===== src/rtl/fbdiv_pkg.sv =====
package fbdiv_pkg;
    localparam int PRE_LOG = 5;
    localparam int PRE_DIV = 1 << PRE_LOG;
    localparam int PC_W    = PRE_LOG + 1;
    localparam int A_W     = 5;
    localparam int B_W     = 8;
    localparam int R_W     = 6;
    localparam int B_MIN   = 3;
    localparam int R_MIN   = 3;
    localparam int DEF_A   = 0;
    localparam int DEF_B   = 3;
    localparam int DEF_R   = 3;
    localparam int N_W     = A_W + B_W;

    typedef logic [A_W-1:0] swal_t;
    typedef logic [B_W-1:0] main_t;
    typedef logic [R_W-1:0] refc_t;

    typedef struct packed {
        main_t b;
        swal_t a;
    } ncfg_t;

    function automatic logic ncfg_ok(input ncfg_t c);
        return (c.b >= main_t'(B_MIN)) && (main_t'(c.a) < c.b);
    endfunction

    function automatic logic rcfg_ok(input refc_t r);
        return r >= refc_t'(R_MIN);
    endfunction
endpackage


===== src/rtl/fbdiv_cfg_hold.sv =====
module fbdiv_cfg_hold #(
    parameter int          W     = 8,
    parameter logic [W-1:0] INIT = '0
) (
    input  logic         clk,
    input  logic         rst,
    input  logic         ld,
    input  logic         legal,
    input  logic [W-1:0] din,
    input  logic         bnd,
    output logic [W-1:0] act,
    output logic         err
);
    logic [W-1:0] pend;
    logic         pend_v;

    always_ff @(posedge clk) begin
        if (rst) begin
            act    <= INIT;
            pend   <= INIT;
            pend_v <= 1'b0;
            err    <= 1'b0;
        end else begin
            if (bnd && pend_v)
                act <= pend;
            if (ld && legal) begin
                pend   <= din;
                pend_v <= 1'b1;
            end else if (bnd) begin
                pend_v <= 1'b0;
            end
            if (ld)
                err <= !legal;
        end
    end
endmodule


===== src/rtl/fbdiv_prescaler.sv =====
module fbdiv_prescaler
    import fbdiv_pkg::*;
(
    input  logic clk,
    input  logic rst,
    input  logic mod33,
    output logic tc
);
    logic [PC_W-1:0] pc;
    logic [PC_W-1:0] last;

    assign last = mod33 ? PC_W'(PRE_DIV) : PC_W'(PRE_DIV - 1);
    assign tc   = (pc == last);

    always_ff @(posedge clk) begin
        if (rst)      pc <= '0;
        else if (tc)  pc <= '0;
        else          pc <= pc + PC_W'(1);
    end
endmodule


===== src/rtl/fbdiv_swallow.sv =====
module fbdiv_swallow
    import fbdiv_pkg::*;
(
    input  logic  clk,
    input  logic  rst,
    input  logic  pre_tc,
    input  swal_t a,
    input  main_t b,
    output logic  mod33,
    output logic  period_end
);
    main_t mc;

    assign mod33      = (mc < main_t'(a));
    assign period_end = pre_tc && (mc == b - main_t'(1));

    always_ff @(posedge clk) begin
        if (rst)              mc <= '0;
        else if (period_end)  mc <= '0;
        else if (pre_tc)      mc <= mc + main_t'(1);
    end
endmodule


===== src/rtl/fbdiv_refdiv.sv =====
module fbdiv_refdiv
    import fbdiv_pkg::*;
(
    input  logic  clk,
    input  logic  rst,
    input  refc_t r,
    output logic  tc
);
    refc_t rc;

    assign tc = (rc == r - refc_t'(1));

    always_ff @(posedge clk) begin
        if (rst)     rc <= '0;
        else if (tc) rc <= '0;
        else         rc <= rc + refc_t'(1);
    end
endmodule


===== src/rtl/pll_fbdiv_top.sv =====
module pll_fbdiv_top
    import fbdiv_pkg::*;
(
    input  logic             clk,
    input  logic             rst,
    input  logic             ld_n,
    input  logic [A_W-1:0]   cfg_a,
    input  logic [B_W-1:0]   cfg_b,
    input  logic             ld_r,
    input  logic [R_W-1:0]   cfg_r,
    output logic             fb_pulse,
    output logic             ref_pulse,
    output logic             n_err,
    output logic             r_err
);
    localparam ncfg_t N_INIT = '{b: main_t'(DEF_B), a: swal_t'(DEF_A)};

    ncfg_t n_in;
    ncfg_t n_act;
    refc_t r_act;
    logic  mod33;
    logic  pre_tc;
    logic  fb_end;
    logic  ref_end;

    assign n_in = '{b: cfg_b, a: cfg_a};

    fbdiv_cfg_hold #(.W(N_W), .INIT(N_INIT)) u_ncfg (
        .clk(clk), .rst(rst), .ld(ld_n), .legal(ncfg_ok(n_in)),
        .din(n_in), .bnd(fb_end), .act(n_act), .err(n_err)
    );

    fbdiv_cfg_hold #(.W(R_W), .INIT(refc_t'(DEF_R))) u_rcfg (
        .clk(clk), .rst(rst), .ld(ld_r), .legal(rcfg_ok(cfg_r)),
        .din(cfg_r), .bnd(ref_end), .act(r_act), .err(r_err)
    );

    fbdiv_prescaler u_pre (
        .clk(clk), .rst(rst), .mod33(mod33), .tc(pre_tc)
    );

    fbdiv_swallow u_swal (
        .clk(clk), .rst(rst), .pre_tc(pre_tc), .a(n_act.a), .b(n_act.b),
        .mod33(mod33), .period_end(fb_end)
    );

    fbdiv_refdiv u_ref (
        .clk(clk), .rst(rst), .r(r_act), .tc(ref_end)
    );

    assign fb_pulse  = fb_end;
    assign ref_pulse = ref_end;
endmodule


===== config.mk =====
export PLATFORM = sky130hd
export DESIGN_NAME = pll_fbdiv_top
export DESIGN_NICKNAME = d
export VERILOG_FILES = /design/src/rtl/fbdiv_pkg.sv /design/src/rtl/fbdiv_cfg_hold.sv /design/src/rtl/fbdiv_prescaler.sv /design/src/rtl/fbdiv_swallow.sv /design/src/rtl/fbdiv_refdiv.sv /design/src/rtl/pll_fbdiv_top.sv
export SDC_FILE = /design/constraint.sdc
export NUM_CORES = 1
export LEC_CHECK = 0
export BUFFER_PORTS_ARGS = -buffer_cell sky130_fd_sc_hd__buf_2
export CORE_MARGIN = 4
export CORE_UTILIZATION = 55
export DETAILED_ROUTE_END_ITERATION = 10
export PLACE_DENSITY_LB_ADDON = 0.08
export SYNTH_ARGS = -nofsm -noshare
export SYNTH_HDL_FRONTEND = slang
export SYNTH_SLANG_ARGS = --single-unit

===== constraint.sdc =====
create_clock -name clk -period 3.3 [get_ports clk]
set_input_delay 0.825 -clock clk [delete_from_list [all_inputs] [get_ports clk]]
set_output_delay 0.825 -clock clk [all_outputs]
set_load 0.01 [all_outputs]

# Word-level counts from Yosys, hierarchy flattened
# Cells that the tools add are included.
classes:
  addsub: 5
  n_mul: 0
  div_mod_pow: 0
  order_cmp: 4
  n_eq_ne: 3
  shifts: 0
  muxes: 5
  bitwise: 0
  n_reduce_logical: 13
op_table:
  columns: ["cell", "count"]
  rows:
  - ["adder 6 x 1 -> 6 bit, second input constant", 2]
  - ["== test 6 bit", 2]
  - ["adder 8 x 1 -> 8 bit, second input constant", 1]
  - ["== test 8 bit", 1]
  - ["greater-or-equal comparator 8 x 2 -> 1 bit, second input constant", 1]
  - ["< comparator 5 x 8 -> 1 bit", 1]
  - ["< comparator 8 x 5 -> 1 bit", 1]
  - ["subtractor 8 x 1 -> 8 bit, second input constant", 1]
  - ["greater-or-equal comparator 6 x 2 -> 1 bit, second input constant", 1]
  - ["logical AND 1 bit", 6]
  - ["two-way mux 6 bit", 1]
  - ["OR reduction 2 bit", 3]
  - ["subtractor 6 x 1 -> 6 bit, second input constant", 1]
  - ["two-way mux 1 bit", 4]
  - ["nonzero test 2 bit", 2]
  - ["zero test 1 bit", 2]
word_totals:
  reg_bits: 62
  latchBits: 0
  mem_bits_rw: 0
  mem_bits_ro: 0
  in_bits: 23
  word_cells: 41
  memories: 0

# Logic depth before layout (Yosys ltp)
depth:
  ltp_word: 6
  mapped_depth: 10
  depth_no_buf: 8

# Cells and area by module
# A second synthesis with hierarchy kept.
hier_totals:
  hier_cells: 336
  hier_area_um2: 3273.1
modules_own_cells:
  columns: ["module", "n_inst", "cells_each", "area_each_um2", "seq_area_each_um2"]
  rows:
  - ["fbdiv_cfg_hold at u_ncfg", 1, 107, 1131.1, 560.5]
  - ["fbdiv_swallow", 1, 84, 748.2, 160.2]
  - ["fbdiv_cfg_hold at u_rcfg", 1, 51, 539.3, 280.3]
  - ["fbdiv_refdiv", 1, 45, 417.9, 120.1]
  - ["fbdiv_prescaler", 1, 30, 300.3, 120.1]
  - ["pll_fbdiv_top", 1, 19, 136.4, 0.0]

# Worst setup path before layout
# OpenSTA, ideal clock, no wires.
synth_path:
  kind: "register to output"
  startpoint: "reg u_ncfg.act[5]"
  endpoint: "out fb_pulse"
  arrival_ps: 1970
  setup_slack_ps: 505
  stages_incl_launch_ff: 8
  path_cell_list: "dfxtp_1 > inv_1 > ha_1 > o21ba_1 > a221oi_1 > a41oi_1 > or4_1 > nor2_1"
synth_via:
  elab_chain_len: 3
synth_rtl:
  columns: ["item", "line", "rtl"]
  rows:
  - ["start: declaration", "fbdiv_cfg_hold.sv:11", "output logic [W-1:0] act,"]
  - ["start signal: assignment", "fbdiv_cfg_hold.sv:25", "act <= pend;"]
  - ["subtractor 8 x 1 -> 8 bit", "fbdiv_swallow.sv:15", "assign period_end = pre_tc && (mc == b - main_t'(1));"]
  - ["== test 8 bit", "fbdiv_swallow.sv:15", null]
  - ["logical AND 1 bit", "fbdiv_swallow.sv:15", null]
  - ["end: declaration", "pll_fbdiv_top.sv:11", "output logic fb_pulse,"]
# Every way passes these cells.

# Worst setup path after layout
layout_path:
  startpoint: "reg u_ncfg.act[7]"
  endpoint: "out fb_pulse"
# Same word-level chain as after synthesis.

==> run summary <==
Initial antenna violation count: 0
Worst-margin pin slew: 0.911 ns
CTS Root Cell: clkbuf_8
Startpoint types: register
Fin Clk Skew: 0.00363 ns
Final Slew Violations: 0
Tmin final: 3.20 ns
Max-cap violation count: 0
DRT iter0 DRCs: 83
Status: completed
Unrepaired setup endpoints after global routing: no
Leak: 1.47 nW
Synthesized net count: 393
Top cells by area, synth: dfxtp_1, nand3_1, xor2_1
Ant. Diodes: 0
Register area share after synthesis: 40.8%
Layout cell share with drive strength beyond 1: 17.4%
Mapped Avg Cell Area: 8.52 µm²
CTS sink cnt: 62
Slew HR: 39.0%
Skew-Pair Late Insertion Delay: 0.33 ns
Max Clock Freq: 312 MHz
CTS tree: yes
IO Port Bufs: 26
HP Class: reg -> reg
Total Die Area: 0.00678 mm²
EDFF count, synth: 0
Clk buf depth: 2
Critical path's largest stage delay: 0.47 ns
Main combinational cell family by area after synthesis: simple AND/OR/NAND/NOR gates
DIE HEIGHT: 82.4 µm
Total number of vias: 2510
Dpl hpwl: 4.31 mm
Final setup violation count: 0
Mapped Area: 0.00304 mm²
CP required: 2.47 ns
DR WL/cell: 13.1 µm
Post-Synth Adder-Cell Area: 5.35%
Filler cell count: 463
# DRC: 0
Vias in the first global route: 2338
Starting Density: 58.1%
# hold bufs at CTS: 0
Power Density: 500 mW/mm²
Cells after Synth: 357
Post-synthesis compound-gate area fraction: 17.2%
VDD IR max: 0.352 mV
Pin count of the biggest net entering global routing: 35
Primary FF master, synth: dfxtp_1
P&R area growth vs syn: 15.6%
Fin nets: 417
Final TNS setup: 0 ns
GRT Total Usage: 19.8%
IO Pins: 27
Yosys top cell by area: dfxtp_1
CP max-delay cell: or4_4
Multiplexer share of the synthesized area: 2.96%
Drt via density: 5.50
Final ANT Viol Nets: 0
CTS Buf Count: 9
CP Cell Sequence: or3_4 > or3_4 > a21boi_4 > nor2_1 > or4_4 > nor2_1 > buf_2
Critical path peak fanout: 7
H-tree Lvls: 3
Synthesis-stage register bit count: 62
Worst Setup End Kind: primary output
Grt total ovfl: 0
WP data arrival: 2.38 ns
Synth warn: 0
Post-synthesis simple-gate area fraction: 19.5%
Core Util, Final: 67.1%
Post-synth cell types: 46
Period utilisation layout: 97.1%
Commonest non-fill, non-tap cell in the layout: dfxtp_1
Chip width: 82.4 µm
RD Place Congestion: 0.842
Detailed Routing Iterations Pass 1: 4
First-pass GRT wire length: 10.4 mm
Synth top area share: 40.8%
Clock-pin slew on the worst setup and hold paths: 0.07 ns
Num rows: 26
Routed wire length: 5.99 mm
Asr flop ratio synth: 0%
Most frequent cells in the layout: dfxtp_1, nand3_1, a21oi_1
Core ar.: 0.00524 mm²
Final hold viol count: 0
Xor-xnor portion of the synthesized cell area: 9.22%
Critical path class: reg -> out
layout make-up:
cell class | instances | area, µm² | share of cell area [%]
clock buffer | 9 | 124 | 3.53
tap | 70 | 87.6 | 2.49
multi-input combinational | 259 | 1700 | 48.3
sequential | 62 | 1250 | 35.5
inverter | 17 | 63.8 | 1.82
clock inverter | 7 | 120 | 3.42
timing repair buffer | 32 | 175 | 4.99
synth_stat cells (all sizes together), types with 5 or more instances:
master  count
xnor2      12
nand2      22
and3        6
clkbuf     14
o21ai      29
o211ai      5
nor3        6
dfxtp      62
nor4        6
mux2i       9
nand3      37
xor2       20
nor2       30
inv        17
a21oi      31
ha         13
buf         5
critical path, delay by kind of cell (launching register included):
kind | cells | cell delay (ns)
flops | 1 | 0.37
simple gates | 5 | 1.39
compound gates | 1 | 0.16
buf+inv | 1 | 0.13
state kept, by name, indices dropped and copies added, names as in the netlist, 6 cells and up:
name and cells:
u_ref.rc 6, u_ncfg.pend 13, u_ncfg.act 13, u_rcfg.act 6
u_pre.pc 6, u_swal.mc 8, u_rcfg.pend 6
kinds of logic (layout without fill, tap and decap cells):
family	Yosys count	in the layout
AOI/OAI and AO/OA	83	83
xor gates and xnor gates	32	32
adders and majority gates	13	13
buffers and inverters	36	65
DFF	62	62
muxes	9	9
and+or+nand+nor	122	122
repair_timing:
| item | 4_1_cts | 5_1_grt |
|---|---|---|
| endpoints found under the setup margin | 1 | 1 |
| pin swaps | 0 | 2 |
| gates resized for setup | 2 | 11 |
| setup buffers | 0 | 1 |
layer usage:
metal	global-route usage (%)	part of all wire (%)
met5	0	0
met4	4.98	0.79
met1	27.0	50
met3	5.75	5.3
met2	30.8	43
power by group:
| group | total, mW | switching (mW) | internal, mW |
|---|---|---|---|
| Combinational | 0.149 | 0.0854 | 0.0637 |
| Clock | 0.803 | 0.299 | 0.504 |
| Sequential | 0.804 | 0.0242 | 0.780 |
worst paths after layout:
kind / start / endpoint / slack (ns) / depth (start not counted)
max: u_ncfg.act[7] / fb_pulse / 0.1 / 7
min: u_rcfg.pend[2] / u_rcfg.pend[2] / 0.46 / 2
max reg2reg: u_swal.mc[2] / u_swal.mc[6] / 0.78 / 7
min reg2reg: u_rcfg.pend[2] / u_rcfg.pend[2] / 0.46 / 2
per-stage QoR:
stage / instance area, µm² / hold slack (ns) / std cells / worst slack (ns) / power, mW
after floorplan: 3040 / 0.430 / 357 / 0.505 / 0.924
after global placement: 3210 / 0.444 / 439 / 0.351 / 0.966
after detailed placement: 3210 / 0.451 / 439 / 0.329 / 0.969
after CTS: 3460 / 0.461 / 455 / 0.00258 / 1.78
after global routing: 3510 / 0.490 / 456 / 0.00157 / 1.84
final: 3510 / 0.461 / 456 / 0.0971 / 1.76
(Power assumes the default switching activity.)
